`src/rtl/pipe3_pkg.sv`:
```
package pipe3_pkg;

    // Occupancy of the execute stage as seen by the rest of the controller.
    typedef enum logic [1:0] {
        EX_EMPTY = 2'd0,
        EX_BUSY  = 2'd1,
        EX_LAST  = 2'd2
    } ex_state_e;

endpackage

```
`src/rtl/pipe3_front.sv`:
```
module pipe3_front
    import pipe3_pkg::*;
#(
    parameter int TAG_W   = 8,
    parameter int MAX_LAT = 64,
    localparam int CNT_W  = $clog2(MAX_LAT),
    localparam int LAT_W  = $clog2(MAX_LAT + 1)
) (
    input  logic             clk,
    input  logic             rst,
    input  logic             advance,
    input  logic             flush,
    input  logic             in_valid,
    input  logic [TAG_W-1:0] in_tag,
    input  logic             in_multi,
    input  logic [LAT_W-1:0] in_lat,
    output logic             in_ready,
    output logic             of_vld,
    output logic [TAG_W-1:0] of_tag,
    output logic [CNT_W-1:0] of_cnt
);

    typedef struct packed {
        logic             if_vld;
        logic [TAG_W-1:0] if_tag;
        logic [CNT_W-1:0] if_cnt;
        logic             of_vld;
        logic [TAG_W-1:0] of_tag;
        logic [CNT_W-1:0] of_cnt;
    } front_t;

    front_t           front_d, front_q;
    logic [LAT_W-1:0] lat_eff;

    always_comb begin
        front_d  = front_q;
        in_ready = advance && !flush;

        // Normalise the latency once, at entry: 1..MAX_LAT.
        if (!in_multi || in_lat == '0) begin
            lat_eff = LAT_W'(1);
        end else if (in_lat > LAT_W'(MAX_LAT)) begin
            lat_eff = LAT_W'(MAX_LAT);
        end else begin
            lat_eff = in_lat;
        end

        if (advance) begin
            front_d.of_vld = front_q.if_vld;
            front_d.of_tag = front_q.if_tag;
            front_d.of_cnt = front_q.if_cnt;
            front_d.if_vld = in_valid && in_ready;
            front_d.if_tag = in_tag;
            front_d.if_cnt = CNT_W'(lat_eff - LAT_W'(1));
        end

        if (flush) begin
            front_d.if_vld = 1'b0;
            front_d.of_vld = 1'b0;
        end
    end

    always_ff @(posedge clk) begin
        if (rst) begin
            front_q <= '0;
        end else begin
            front_q <= front_d;
        end
    end

    assign of_vld = front_q.of_vld;
    assign of_tag = front_q.of_tag;
    assign of_cnt = front_q.of_cnt;

endmodule

```
`src/rtl/pipe3_exec.sv`:
```
module pipe3_exec
    import pipe3_pkg::*;
#(
    parameter int TAG_W   = 8,
    parameter int MAX_LAT = 64,
    localparam int CNT_W  = $clog2(MAX_LAT)
) (
    input  logic             clk,
    input  logic             rst,
    input  logic             flush,
    input  logic             of_vld,
    input  logic [TAG_W-1:0] of_tag,
    input  logic [CNT_W-1:0] of_cnt,
    output ex_state_e        ex_state,
    output logic [TAG_W-1:0] ex_tag
);

    typedef struct packed {
        logic             vld;
        logic [TAG_W-1:0] tag;
        logic [CNT_W-1:0] cnt;
    } ex_t;

    ex_t ex_d, ex_q;

    always_comb begin
        if (!ex_q.vld) begin
            ex_state = EX_EMPTY;
        end else if (ex_q.cnt != '0) begin
            ex_state = EX_BUSY;
        end else begin
            ex_state = EX_LAST;
        end

        ex_d = ex_q;
        if (ex_state == EX_BUSY) begin
            ex_d.cnt = ex_q.cnt - CNT_W'(1);
        end else begin
            ex_d.vld = of_vld && !flush;
            ex_d.tag = of_tag;
            ex_d.cnt = of_cnt;
        end
    end

    always_ff @(posedge clk) begin
        if (rst) begin
            ex_q <= '0;
        end else begin
            ex_q <= ex_d;
        end
    end

    assign ex_tag = ex_q.tag;

endmodule

```
`src/rtl/pipe3_stall_ctrl.sv`:
```
module pipe3_stall_ctrl
    import pipe3_pkg::*;
#(
    parameter int TAG_W   = 8,
    parameter int MAX_LAT = 64,
    localparam int CNT_W  = $clog2(MAX_LAT),
    localparam int LAT_W  = $clog2(MAX_LAT + 1)
) (
    input  logic             clk,
    input  logic             rst,
    input  logic             in_valid,
    output logic             in_ready,
    input  logic [TAG_W-1:0] in_tag,
    input  logic             in_multi,
    input  logic [LAT_W-1:0] in_lat,
    input  logic             flush,
    output logic             busy,
    output logic             ret_valid,
    output logic [TAG_W-1:0] ret_tag
);

    ex_state_e        ex_state;
    logic             advance;
    logic             of_vld;
    logic [TAG_W-1:0] of_tag;
    logic [CNT_W-1:0] of_cnt;

    assign advance   = (ex_state != EX_BUSY);
    assign busy      = (ex_state == EX_BUSY);
    assign ret_valid = (ex_state == EX_LAST);

    pipe3_front #(
        .TAG_W   (TAG_W),
        .MAX_LAT (MAX_LAT)
    ) u_front (
        .clk      (clk),
        .rst      (rst),
        .advance  (advance),
        .flush    (flush),
        .in_valid (in_valid),
        .in_tag   (in_tag),
        .in_multi (in_multi),
        .in_lat   (in_lat),
        .in_ready (in_ready),
        .of_vld   (of_vld),
        .of_tag   (of_tag),
        .of_cnt   (of_cnt)
    );

    pipe3_exec #(
        .TAG_W   (TAG_W),
        .MAX_LAT (MAX_LAT)
    ) u_exec (
        .clk      (clk),
        .rst      (rst),
        .flush    (flush),
        .of_vld   (of_vld),
        .of_tag   (of_tag),
        .of_cnt   (of_cnt),
        .ex_state (ex_state),
        .ex_tag   (ret_tag)
    );

endmodule

```
`config.mk`:
```
export PLATFORM = sky130hd
export DESIGN_NAME = pipe3_stall_ctrl
export DESIGN_NICKNAME = d
export VERILOG_FILES = /design/src/rtl/pipe3_pkg.sv /design/src/rtl/pipe3_front.sv /design/src/rtl/pipe3_exec.sv /design/src/rtl/pipe3_stall_ctrl.sv
export SDC_FILE = /design/constraint.sdc
export NUM_CORES = 1
export LEC_CHECK = 0
export BUFFER_PORTS_ARGS = -buffer_cell sky130_fd_sc_hd__buf_2
export CORE_AREA = 2 2 90 92
export CTS_CLUSTER_DIAMETER = 30
export CTS_CLUSTER_SIZE = 30
export DETAILED_ROUTE_END_ITERATION = 8
export DIE_AREA = 0 0 92 94
export PLACE_DENSITY = 0.37
export SKIP_LAST_GASP = 1
export SLEW_MARGIN = 5
export SYNTH_ARGS = -nofsm -noshare
export SYNTH_HDL_FRONTEND = slang
export SYNTH_SLANG_ARGS = --single-unit
```
`constraint.sdc`:
```
create_clock -name clk -period 2.15 [get_ports clk]
set_clock_uncertainty 0.05 [all_clocks]
set_input_delay 0.43 -clock clk [delete_from_list [all_inputs] [get_ports clk]]
set_output_delay 0.43 -clock clk [all_outputs]
set_load 0.01 [all_outputs]
```
# Yosys cells after proc, flatten, opt, wreduce, memory -nomap -nowiden
# Cells that the tools add are included.
# word_totals
ff_bits,45
elab_cells,29
out_inout_bits,11
input_bits,20
# classes
order_cmp,1
eq_ne,3
muxes,5
n_reduce_logical,9
addsub,2
# op_table
operator,n
6-bit 2-to-1 mux,3
"6-bit by 1-bit subtractor with 6-bit output, second input constant",2
"7-bit > comparator, second input constant",1
7-bit logical NOT,1
6-bit nonzero test,1
2-bit 2-to-1 mux,2
1-bit logical AND,3
"2-bit by 1-bit == test with 1-bit output, second input constant",1
"2-bit == test, second input constant",1
1-bit logical NOT,2
"2-bit by 1-bit inequality test with 1-bit output, second input constant",1
2-bit OR reduction,1
1-bit logical OR,1

# Depth between registers and ports, before layout
# Gate-level depths: netlist of run 1.
# logic_depth
ltp_word,6
mapped_depth,9
ltp_nobuf,7

# Hierarchy
# Synthesis of run 1 repeated with hierarchy kept, for this count alone.
# unflattened
hier_cells,228
hier_area_um2,2204.6
# modules_own_cells
mod,cells_each,seq_area_each_um2,area_each_um2,n_inst
pipe3_front,135,600.6,1316.3,1
pipe3_exec,90,300.3,864.6,1
pipe3_stall_ctrl,3,0.0,23.8,1

# Least setup slack after synthesis of run 1
# Ideal clock, no wire load.
# synth_timing
kind,register to output
startpoint,register u_exec.ex_q[0] in the netlist's numbering
endpoint,output in_ready
path_stages_with_launch,8
t_arrival_ns,1.558
required_time_ns,1.670
n_path_buf,1
setup_slack_ns,0.112
path_cell_list,dfxtp_1 -> inv_1 -> ha_1 -> or4b_4 -> o21ai_2 -> inv_2 -> buf_2 -> nor2_1
# synth_between
elab_chain_cells,5
# synth_lines
item,line,text
"start, declared",pipe3_exec.sv:24,"ex_t ex_d, ex_q;"
"start signal, assigned",pipe3_exec.sv:47,ex_q <= '0;
"start signal, assigned",pipe3_exec.sv:49,ex_q <= ex_d;
6-bit nonzero test,pipe3_exec.sv:29,end else if (ex_q.cnt != '0) begin
2-bit 2-to-1 mux,pipe3_exec.sv:29,
2-bit 2-to-1 mux,pipe3_exec.sv:27,if (!ex_q.vld) begin
2-bit by 1-bit inequality test with 1-bit output,pipe3_stall_ctrl.sv:28,assign advance = (ex_state != EX_BUSY);
1-bit logical AND,pipe3_front.sv:37,in_ready = advance && !flush;
"end, declared",pipe3_stall_ctrl.sv:12,"output logic in_ready,"
# Every way passes these cells.

# Worst setup path after layout of run 1
# Ends and elaborated chain as after synthesis.

==> summary.md, run 1 <==
| Metric | Value |
|---|---|
| Die height | between 90 and 100 um |
| CP delay by family, top | simple AND/OR/NAND/NOR gates |
| Io pins | 31 |
| Die width | a little over 90 um |
| Status | complete, but fails checks |
| CTS sink count | between 40 and 50 |
| WS Path Type | reg -> out |
| Vias in the first global route | 1437 |
| Clk slew on worst S/H paths | roughly 80 ps |
| Mapped Avg Cell Area | slightly above 8 um^2 |
| Crit Path Max Fanout | 3 |
| Clock power share | 0.333 |
| Cells after Synth | roughly 230 |
| Max Root-Sink Buffers | 2 |
| Asr flop ratio synth | 0 |
| CP Data Required Time | ~1700 ps |
| Synth-to-layout area growth | 17.58% |
| Startpoint types | flip-flop |
| Combinational Power Share | 0.084 |
| Die area | between 8000 and 9000 um^2 |
| Max-Cap Viols | 0 |
| Worst path cell trace | inv_2 > ha_1 > or4b_4 > o21ai_4 > inv_2 > nor2_1 > buf_2 |
| Cell Int Power | between 1000 and 1500 uW |
| Power Total | between 1500 and 2000 uW |
| Critical path data arrival time | 1690 ps |
| Antenna Cells | 0 |
| DR iter-0 viols | 41 |
| Clk_lat worst skew | ~300 ps |
| Dpl ws | 204.3 ps |
| Synth top cells by count | nand2_1 (70), dfxtp_1 (45), a21oi_1 (35) |
| GRT Overall Usage | 0.09323 |
| Row count | 32 |
| Area of the mapped netlist | 1851 um^2 |
| Worst path buffer plus inverter count | 3 |
| DRT Pass-1 Iters | 4 |
| Routed Antenna Nets | 0 |
| Main flop type after synthesis | dfxtp_1 |
| Main area contributors after synthesis | dfxtp_1 (49%), nand2_1 (14%), a21oi_1 (9.5%) |
| YS warnings | 0 |
| Initial antenna violation count | 0 |
| Via density per instance | around 4.2 |
| Unique masters post-synth | 30 |
| Register area share after synthesis | 0.4868 |
| H-tree levels | 2 |
| Fmax | about 460 MHz |
| Power density cells | 698.8 nW/um^2 |
| Max stage delay on crit path | 470 ps |
| Mapped Nets | 251 |
| Setup-failing EPs final | 1 |
| Initial Util | 0.2433 |
| Final net count | between 200 and 300 |
| Gr ovfl total | 0 |
| DR DRC count | 0 |
| Gpl congestion | about 0.67 |
| Pins Over Slew Limit | 0 |
| Core box area | approximately 7600 um^2 |
| Largest net degree at the start of global routing | 48 |
| Yosys reg bits | 45 |
| Top cell type's share of synthesized area | 0.4868 |
| Register share of total power | 0.583 |
| Hold Buf Count CTS | 0 |
| PnR worst setup slack | -19.98 ps |
| Post-synth EDFFs | 0 |
| Slowest cell on crit path | or4b_4 |
| Final wirelength | 3763 um |
| Total CTS buffers | 5 |
| Slew @ Worst Pin | about 500 ps |
| Worst hold slack | between 200 and 300 ps |
| Dpl hpwl | between 2000 and 2500 um |
| CP endpoint kind | primary output |
| CTS tree | yes |
| Failing checks | setup timing |
| Post-DR wirelength/cell | about 11 um |
| RSZ-0062 raised after global routing | yes |
| Peak VDD IR | about 0.35 mV |
| Port bufs | 30 |
| Final Hold Viols | 0 |
| Share of post-route cells with drive strength above 1 | 0.2103 |
| Pleak | about 0.00087 uW |
| Fin crit period | about 2200 ps |
| Most numerous cell in the Yosys netlist | nand2_1 |
| First-pass GRT wire length | 6410 um |
| Switching Power | about 360 uW |
| Total vias in the final route | approximately 1500 |
| Post-synth top area cell | dfxtp_1 |
| Most common cell on crit path | inv_2 |
| Final Cycle Share | 1.009 |
| Net Sw Frac | 0.2389 |
| CTS root buf | clkbuf_8 |
| HP Class | in -> reg |
| Rel. slew slack | 0.6699 |
-- power groups by stage --
stage	Combinational [uW]	Sequential (uW)	Clock, uW
floorplan	85.3	902	0
global placement	128	906	0
detailed placement	128	906	0
CTS	130	887	538
global route	147	891	564
finish	127	886	507
-- routing by layer --
metal | GRT usage | up-vias | part of all wire
met5 | 0 | - | 0
met4 | 0.04851 | 0 | 0.022
met3 | 0.02568 | 6 | 0.049
met2 | 0.1538 | 29 | 0.44
met1 | 0.1109 | 645 | 0.49
li1 | - | 792 | -
-- registers in the layout, indices dropped and copies added (netlist names) --
name / cells
u_front.of_vld: 1
u_exec.ex_q: 7
u_front.front_q: 15
u_exec.ex_tag: 8
u_front.of_tag: 8
u_front.of_cnt: 6
-- cell type report --
| type | count | area, um^2 |
|---|---|---|
| clock inverters | 1 | 7.507 |
| multi-input cells | 156 | 807.0 |
| clock buffers | 7 | 76.32 |
| inverters | 5 | 18.77 |
| fillers | 871 | 5431 |
| repair buffers | 38 | 235.2 |
| flip-flops and latches | 45 | 903.4 |
| well taps | 102 | 127.6 |
-- cells in the final DEF (no fill, tap or decap) --
| cell type | netlist | layout |
|---|---|---|
| a211oi_1 | 7 | 7 |
| a211oi_2 | 2 | 2 |
| a21oi_1 | 35 | 35 |
| a221oi_1 | 1 | 1 |
| buf_12 | 0 | 2 |
| buf_2 | 6 | 30 |
| buf_4 | 9 | 6 |
| clkbuf_1 | 5 | 2 |
| clkbuf_8 | 0 | 5 |
| clkinvlp_4 | 0 | 1 |
| dfxtp_1 | 45 | 43 |
| dfxtp_2 | 0 | 2 |
| ha_1 | 3 | 3 |
| inv_1 | 4 | 2 |
| inv_2 | 1 | 3 |
| mux2i_1 | 2 | 2 |
| nand2_1 | 70 | 70 |
| nand2b_1 | 1 | 1 |
| nand3_1 | 1 | 1 |
| nor2_1 | 13 | 13 |
| nor2b_1 | 1 | 1 |
| nor3_1 | 6 | 6 |
| nor3b_1 | 1 | 1 |
| o2111ai_1 | 1 | 1 |
| o211ai_1 | 1 | 1 |
| o21ai_4 | 0 | 1 |
| o21bai_1 | 1 | 1 |
| o31ai_1 | 2 | 2 |
| o41ai_1 | 1 | 1 |
| or4b_4 | 1 | 1 |
| xnor2_1 | 2 | 2 |
| xor2_1 | 3 | 3 |
-- through the flow --
| stage | utilization | TNS, ps | instance area [um^2] | cells |
|---|---|---|---|---|
| 2_1_floorplan | - | 0 | 1851 | 228 |
| 3_3_place_gp | 0.2707 | 0 | 2059 | 342 |
| 3_5_place_dp | 0.2707 | 0 | 2059 | 342 |
| 4_1_cts | 0.2850 | -78.49 | 2168 | 353 |
| 5_1_grt | 0.2860 | -177.1 | 2176 | 354 |
| 6_report | 0.2860 | -19.98 | 2176 | 354 |
-- final timing paths --
| kind | to | startpoint | cells after the start | slack (ps) |
|---|---|---|---|---|
| worst max register to register | u_exec.ex_q[2] | u_exec.ex_q[0] | 10 | 140 |
| worst max-delay path | in_ready | u_exec.ex_q[0] | 7 | -20 |
| worst min-delay path | u_front.of_vld | flush | 2 | 290 |
| worst min register to register | u_exec.ex_tag[4] | u_exec.ex_tag[4] | 2 | 400 |
-- logic make-up after synthesis --
group | after synthesis | synth area share
flops | 45 | 0.4868
xor+xnor | 5 | 0.02367
fa+ha+maj | 3 | 0.02029
mux | 2 | 0.01082
buf+inv | 27 | 0.08113
simple gates | 94 | 0.2055
compound gates | 52 | 0.1717
-- what timing repair did --
action | in CTS | in global routing
pin swaps | 1 | 1
endpoints found under the setup margin | 3 | 4
buffers inserted | 3 | 1
gates resized for setup | 4 | 0
No activity file was read; power rests on OpenSTA's default activity.
==> run 2, diff against run 1 <==
- CORE_AREA: 2 2 90 92 -> 2 2 76 107
- DIE_AREA: 0 0 92 94 -> 0 0 78 109
- SETUP_SLACK_MARGIN: default -> 0.4
==> run 2 against run 1 <==
Net effect: the run still ends with setup timing left; combinational power up 12%; first-iteration DRC count decreased by 17%; clock power is 27% higher; wire length up 16%; die area decreased by 1.7%; total power grew 10%; highest routed layer unchanged; sequential power increased by 0.5%; cell area rose by 19%; global-route usage is 1.7 points higher.
==> summary.md, run 2 (synthesis gave the netlist of run 1 again) <==
| Metric | Value |
|---|---|
| Die height | 109 um (+16%) |
| CP Data Required Time | 1670 ps (about the same) |
| Final net count | 284 (+3.6%) |
| Port bufs | 30 (unchanged) |
| WS Path Type | reg -> out |
| Routed Antenna Nets | 0 (unchanged) |
| Hold Path Stages | 2 (unchanged) |
| Total CTS buffers | 5 (unchanged) |
| Pleak | 0.001055 uW (+21%) |
| Max Root-Sink Buffers | 2 (unchanged) |
| Placed insts | 341 (-0.29%) |
| Hold Buf Count CTS | 0 (unchanged) |
| Power density cells | 648.1 nW/um^2 (-7.2%) |
| Via density per instance | 4.268 (+2.6%) |
| Share of post-route cells with drive strength above 1 | 0.3206 (+0.1103) |
| Reg2reg path depth | 10 (unchanged) |
| Fin crit period | 2188 ps (+18.03 ps) |
| DRT Pass-1 Iters | 4 (unchanged) |
| HP Class | in -> reg |
| DR iter-0 viols | 34 (-17%) |
| DR DRC count | 0 (unchanged) |
| GRT Overall Usage | 0.1104 (+0.01720) |
| Crit Path Max Fanout | 3 (unchanged) |
| Post-DR wirelength/cell | 12.06 um (+13%) |
| Most frequent cells in the layout | nand2_1 (65), dfxtp_1 (43), a21oi_1 (34) |
| Max FFs per register | 15 (unchanged) |
| Antenna Cells | 0 (unchanged) |
| Gr ovfl total | 0 (unchanged) |
| Total vias in the final route | 1545 (+5.0%) |
| Core box area | 7607 um^2 (unchanged) |
| Startpoint types | flip-flop |
| Fmax | 457.0 MHz (-0.82%) |
| Clk_lat worst skew | 300 ps (about the same) |
| Initial antenna violation count | 0 (unchanged) |
| H-tree levels | 2 (unchanged) |
| Pins Over Slew Limit | 0 (unchanged) |
| Cell Count, Final, Fillers Out | 362 (+2.3%) |
| Vias in the first global route | 1508 (+4.9%) |
| Initial Util | 0.2433 (unchanged) |
| FILL cells | 834 (-4.2%) |
| Setup-failing EPs final | 1 (unchanged) |
| Rel. slew slack | 0.6436 (-0.02630) |
| Gpl congestion | 0.6264 (-6.2%) |
| First-pass GRT wire length | 7251 um (+13%) |
| CTS tree | yes |
| Final Cycle Share | 1.018 (+0.008384) |
| Dpl hpwl | 2516 um (+4.2%) |
| Largest net degree at the start of global routing | 46 (-4.2%) |
| Commonest non-fill, non-tap cell in the layout | nand2_1 |
| Die width | 78 um (-15%) |
| Critical path data arrival time | 1710 ps (+20 ps) |
| Die area | 8502 um^2 (-1.7%) |
| RSZ-0062 raised after global routing | yes |
| Row count | 38 (+19%) |
| PnR worst setup slack | -38.00 ps (-18.03 ps) |
| CP endpoint kind | primary output |
| Final Hold Viols | 0 (unchanged) |
| Synth-to-layout area growth | 39.76% |
| Failing checks | setup timing |
| Final wirelength | 4367 um (+16%) |
| CTS sink count | 45 (unchanged) |
| Peak VDD IR | 0.2710 mV (-24%) |
| Setup_tns | -38.00 ps (-18.03 ps) |
| Slew @ Worst Pin | 534.5 ps (+39.45 ps) |
| Io pins | 31 (unchanged) |
| Biggest register | u_front.front_q |
| Max-Cap Viols | 0 (unchanged) |
| Status | complete, but fails checks |
| CTS root buf | clkbuf_8 |
| Clk slew on worst S/H paths | 90 ps (about the same) |
[run 2: critical path: stages, from the launching register on]
cell     delay (ps)
dfxtp_2         340
inv_2            50
ha_1            130
or4b_4          480
o21ai_4         150
inv_2            80
nor2_4           80
buf_6           100
[run 2: area by class of cell]
cell class              instances  area (um^2)  share of cell area
repair buffers                 48        513.0              0.1984
clock inverters                 3        43.79             0.01693
flip-flops and latches         45        903.4              0.3493
multi-input cells             156        913.4              0.3532
well taps                     100        125.1             0.04838
clock buffers                   5        68.82             0.02661
inverters                       5        18.77            0.007257
[run 2: final timing paths]
| path | startpoint | end | slack [ps] |
|---|---|---|---|
| hold / removal | flush | u_front.of_vld | 290 |
| hold reg to reg | u_exec.ex_tag[2] | u_exec.ex_tag[2] | 400 |
| setup reg to reg | u_exec.ex_q[0] | u_exec.ex_tag[1] | 60 |
| setup / recovery | u_exec.ex_q[0] | in_ready | -40 |
[run 2: repair_timing]
| action | in CTS | in global routing |
|---|---|---|
| endpoints found under the setup margin | 47 | 48 |
| resized for setup | 41 | 4 |
| pin swaps | 7 | 1 |
| cloned | 7 | 0 |
| setup buffers | 5 | 1 |
[run 2: power by group]
group / leakage [uW] / switching [uW] / internal (uW)
logic: 0.000626 / 74.5 / 67.8
registers: 0.000370 / 21.4 / 868
clock network: 0.0000585 / 296 / 348
[run 2: metrics by stage]
step	utilization	hold WS [ps]	instance area (um^2)	worst slack (ps)	power (uW)
floorplan	-	381.2	1873	232.6	989.2
global placement	0.2692	388.1	2048	241.0	1033
detailed placement	0.2692	393.2	2048	230.9	1033
CTS	0.3350	289.3	2549	-39.27	1704
global route	0.3400	300.3	2586	-97.83	1760
finish	0.3400	294.7	2586	-38.00	1676
[run 2: metal layers]
layer  GRT usage  vias to the layer above  part of all wire
met5           0                        -                 0
met4     0.04511                        0             0.019
met3     0.02483                        6             0.039
met2      0.1989                       32              0.51
met1      0.1256                      691              0.43
li1            -                      816                 -
